[src/rtl/pm_cnt_pkg.sv]
package pm_cnt_pkg;
    typedef enum logic {
        ST_LOW  = 1'b0,
        ST_HIGH = 1'b1
    } strobe_state_t;
endpackage

[src/rtl/pm_edge_fsm.sv]
module pm_edge_fsm
    import pm_cnt_pkg::*;
(
    input  logic clk,
    input  logic rst_n,
    input  logic pm_strobe,
    output logic take
);
    strobe_state_t state_q;
    strobe_state_t state_d;

    always_comb begin
        state_d = state_q;
        unique case (state_q)
            ST_LOW:  if (pm_strobe)  state_d = ST_HIGH;
            ST_HIGH: if (!pm_strobe) state_d = ST_LOW;
            default: state_d = ST_LOW;
        endcase
    end

    always_ff @(posedge clk or negedge rst_n) begin
        if (!rst_n) state_q <= ST_LOW;
        else        state_q <= state_d;
    end

    always_comb begin
        take = 1'b0;
        unique case (state_q)
            ST_LOW:  take = pm_strobe;
            ST_HIGH: take = 1'b0;
            default: take = 1'b0;
        endcase
    end
endmodule

[src/rtl/pm_incr_sel.sv]
module pm_incr_sel #(
    parameter int ERR_W = 8
) (
    input  logic             frame_valid,
    input  logic [ERR_W-1:0] frame_err,
    input  logic             mode_block,
    output logic [ERR_W-1:0] incr
);
    always_comb begin
        if (!frame_valid)    incr = '0;
        else if (mode_block) incr = {{(ERR_W-1){1'b0}}, |frame_err};
        else                 incr = frame_err;
    end
endmodule

[src/rtl/pm_accum.sv]
module pm_accum #(
    parameter int CNT_W = 16,
    parameter int ERR_W = 8
) (
    input  logic             clk,
    input  logic             rst_n,
    input  logic [ERR_W-1:0] incr,
    input  logic             mode_sat,
    input  logic             take,
    output logic [CNT_W-1:0] count_q,
    output logic [CNT_W-1:0] hold_q
);
    localparam int SUM_W = CNT_W + 1;
    localparam int PAD_W = SUM_W - ERR_W;

    logic [SUM_W-1:0] sum;
    logic [CNT_W-1:0] next_cnt;

    always_comb begin
        sum = {1'b0, count_q} + {{PAD_W{1'b0}}, incr};
        if (take)
            next_cnt = {{(CNT_W-ERR_W){1'b0}}, incr};
        else if (sum[CNT_W] && mode_sat)
            next_cnt = '1;
        else
            next_cnt = sum[CNT_W-1:0];
    end

    always_ff @(posedge clk or negedge rst_n) begin
        if (!rst_n) begin
            count_q <= '0;
            hold_q  <= '0;
        end else begin
            count_q <= next_cnt;
            if (take) hold_q <= count_q;
        end
    end
endmodule

[src/rtl/pm_err_counter.sv]
module pm_err_counter #(
    parameter int CNT_W = 16,
    parameter int ERR_W = 8
) (
    input  logic             clk,
    input  logic             rst_n,
    input  logic             frame_valid,
    input  logic [ERR_W-1:0] frame_err,
    input  logic             mode_block,
    input  logic             mode_sat,
    input  logic             pm_strobe,
    output logic [CNT_W-1:0] count_out,
    output logic [CNT_W-1:0] hold_out
);
    logic             take;
    logic [ERR_W-1:0] incr;

    pm_edge_fsm u_edge (
        .clk(clk), .rst_n(rst_n), .pm_strobe(pm_strobe), .take(take)
    );

    pm_incr_sel #(.ERR_W(ERR_W)) u_sel (
        .frame_valid(frame_valid), .frame_err(frame_err),
        .mode_block(mode_block), .incr(incr)
    );

    pm_accum #(.CNT_W(CNT_W), .ERR_W(ERR_W)) u_acc (
        .clk(clk), .rst_n(rst_n), .incr(incr), .mode_sat(mode_sat),
        .take(take), .count_q(count_out), .hold_q(hold_out)
    );
endmodule

[config.mk]
export PLATFORM = sky130hd
export DESIGN_NAME = pm_err_counter
export DESIGN_NICKNAME = d
export VERILOG_FILES = /design/src/rtl/pm_cnt_pkg.sv /design/src/rtl/pm_edge_fsm.sv /design/src/rtl/pm_incr_sel.sv /design/src/rtl/pm_accum.sv /design/src/rtl/pm_err_counter.sv
export SDC_FILE = /design/constraint.sdc
export NUM_CORES = 1
export LEC_CHECK = 0
export ABC_AREA = 1
export BUFFER_PORTS_ARGS = -buffer_cell sky130_fd_sc_hd__buf_2
export CORE_UTILIZATION = 29
export DETAILED_ROUTE_END_ITERATION = 8
export HOLD_SLACK_MARGIN = 0.12
export SKIP_CTS_REPAIR_TIMING = 1
export SKIP_LAST_GASP = 1
export SLEW_MARGIN = 20
export SYNTH_ARGS = -nofsm -noshare
export SYNTH_HDL_FRONTEND = slang
export SYNTH_HIERARCHICAL = 1
export SYNTH_SLANG_ARGS = --single-unit
export TNS_END_PERCENT = 50
[constraint.sdc]
create_clock -name clk -period 3.9 [get_ports clk]
set_clock_uncertainty 0.1 [all_clocks]
set_input_delay 0.78 -clock clk [delete_from_list [all_inputs] [get_ports clk]]
set_output_delay 0.78 -clock clk [all_outputs]
set_load 0.1 [all_outputs]
==> reports/metrics.yaml <==
synthesis:
  synth_top_family_by_area: "simple AND/OR/NAND/NOR gates"
  synth-simple-area-share_pct: 35.10
  ys.flop_type: "dfrtp_1"
  ys_seq_area_share_pct: 39.66
  synth_area_leaders: "dfrtp_1 (40%), nand2_1 (18%), inv_1 (6.3%)"
  synth_area_per_cell_um2: 7.489
  syn_inst: 278
  synth_most_common_cell: "nand2_1"
  syn_area_um2: 2082
  async_flop_share_pct: 100.0
  synth_xor_area_share_pct: 2.945
  ys_types: 33
  synth_top_area_share_pct: 39.66
  synth_area_leader_cell: "dfrtp_1"
  yosys_warnings: 6
  synth_nets: 301
  ys_ff_latch: 33
  synth_compound_area_share_pct: 7.091
  synth_edf_count: 0
  synthMuxAreaShare_pct: 0
  synthTopCellsByCount: "nand2_1 (98), inv_1 (35), dfrtp_1 (33)"
  synth_adder_area_share_pct: 5.769
global_routing:
  antenna_found_initial: 0
  grt_max_degree: 34
  grt_pass1_vias: 1715
  grt.total_usage_pct: 14.25
  gr-total-overflow: 0
  grt_pass1_wl_mm: 8.190
power:
  powerDensity_nw_per_um2: 676.0
  pwr-share-comb_pct: 55.3
  p_int_w: 0.0007526
  clkPwrFrac_pct: 16.7
  vdd.ir_drop.worst_uv: 175.4
  p_sw_share_pct: 55.21
  power_switching_w: 0.0009279
  leakage_nw: 1.408
  seqPwrFrac_pct: 27.9
worst_hold_path:
  whs_path_depth: 2
  min_from: "u_acc/hold_q[5]"
  hold_path_end: "u_acc/hold_q[5]"
  hold_class: "flip-flop to flip-flop"
floorplanning:
  core-area_um2: 6869
  design.die.area_um2: 7522
  ioPinCount: 46
  die_y_um: 86.73
  start_util_pct: 30.31
  die_x_um: 86.73
  rows: 30
placement:
  place_congestion: 0.8639
  hpwlAfterDp_mm: 3.599
  numPortBuffers: 45
setup_path:
  reg2reg_from: "u_acc/count_q[0]"
  cp.arrival_ns: 2.76
  slowest_stage: "fa_1"
  worst_setup_path_end_kind: "flip-flop"
  required_ns: 3.98
  crit_family: "simple AND/OR/NAND/NOR gates"
  worst-setup-path-type: "primary input to flip-flop"
  path_buf_inv: 2
  max_stage_delay_ns: 0.41
  rr_worst_depth: 10
  path_common_cell: "nand2_1"
  crit_path_max_fanout: 15
  cp_cell_sequence: "buf_2, nor2_1, nand2_1, o21ai_0, a21oi_1, ha_1, fa_1, nand2_1, nand2_1, nand3_1, nand2_2, nand3_4, nand3_1, nand2_1, inv_1"
  crit_path_start_kind: "primary input"
  r2r_slack_ns: 1.88
  r2r_end: "u_acc/count_q[11]"
job:
  maxCapViolCount: 0
clocking:
  numClockSinks: 33
  cts_tree: "done"
  clk_pin_slew_ns: 0.06
  numCtsBuffers: 5
  clk_latency_ns: 0.29
  htreeDepth: 2
  clock_tree.root_cell: "clkbuf_8"
  clockBufferDepth: 2
routing:
  ant_nets: 0
  dr.pass1.iters: 4
  drt_iter0_drc: 75
  viasPerCell: 4.360
  vias: 1840
  wl_mm: 4.812
  drc: 0
  wire_per_inst_um: 11.40
final_layout:
  synthToLayoutAreaGrowth_pct: 19.41
  final.fill_count: 750
  diodes: 0
  fin_nets: 348
  final_core_util_pct: 36.19
  final_layout_size_suffix_gt1_share_pct: 23.62
sta:
  fin_tns_setup_ns: 0
  finalHoldViolCount: 0
  slew_viol_final: 0
  worst-slew-pin-transition_ns: 0.7371
  grt_setup_unrepaired: "no"
  slew_headroom_pct: 50.86
  fmax_mhz: 373.1
  fin_crit_ns: 2.680
  fin_crit_sh_pct: 68.72
  finalSetupViolCount: 0
status:
  outcome: "finished, final reports clean"
[layer usage]
metal  vias up  share of wire [%]  GRT usage [%]
met4         0               0.83          3.939
met5         -                  0              0
li1        955                  -              -
met1       827                 47          18.71
met3         4                6.8          4.571
met2        54                 45          22.51
[cells in the final DEF (no fill, tap or decap), drive strengths merged, types with 4 or more instances in the layout]
cell and n:
nand3 17, clkbuf 7, dfrtp 33, a21oi 9
inv 35, buf 48, nand2 100, o21ai 7
nor2 36, ha 8, xnor2 4
[how the worst max path moves through the flow]
stage / from / endpoint / cells past startpoint
finish: frame_err[2] / u_acc/count_q[11] / 15
floorplan: frame_err[5] / u_acc/count_q[14] / 15
global route: frame_err[5] / u_acc/count_q[13] / 15
global placement: frame_err[5] / u_acc/count_q[13] / 15
detailed placement: frame_err[5] / u_acc/count_q[15] / 15
CTS: frame_err[5] / u_acc/count_q[11] / 15
[worst min-delay path, delay by kind of cell, from the launching register on]
family	cells	cell delay, ns
simple gates	2	0.10
flops	1	0.34
[flip-flops by register name, indices dropped and copies added (netlist names)]
| register | count |
|---|---|
| u_acc/count_q | 16 |
| u_acc/hold_q | 16 |
| u_edge/state_q | 1 |
[through the flow]
stage	cells	total power (W)	area [um^2]	hold WS (ns)	setup slack (ns)
2_1_floorplan	278	0.001258	2082	0.3844	1.237
3_5_place_dp	414	0.001409	2385	0.3530	0.9281
3_3_place_gp	414	0.001406	2385	0.3484	0.9881
5_1_grt	422	0.001776	2486	0.3852	0.9727
4_1_cts	422	0.001698	2486	0.3692	1.227
6_report	422	0.001681	2486	0.3648	1.220
[layout make-up]
type	count	area, um^2	share of cell area (%)
Multi-Input combinational cell	202	1060	42.63
Timing Repair Buffer	48	247.7	9.965
Clock buffer	7	96.34	3.875
Inverter	35	131.4	5.284
Clock inverter	1	5.005	0.2013
Sequential cell	33	825.8	33.22
Tap cell	96	120.1	4.831
[power by group through the flow]
stage	clock [W]	sequential (W)	combinational [W]
finish	0.000281	0.000470	0.000930
global route	0.000305	0.000483	0.000988
CTS	0.000291	0.000472	0.000934
detailed placement	0	0.000479	0.000931
global placement	0	0.000477	0.000928
floorplan	0	0.00100	0.000253
[kinds of logic after synthesis]
family / count (synthesis)
AND/OR/NAND/NOR: 164
flip-flops: 33
AO/OA/AOI/OAI: 22
XOR/XNOR: 7
adder cells (fa/ha/maj): 9
buffers and inverters: 43
(Power assumes the default switching activity.)
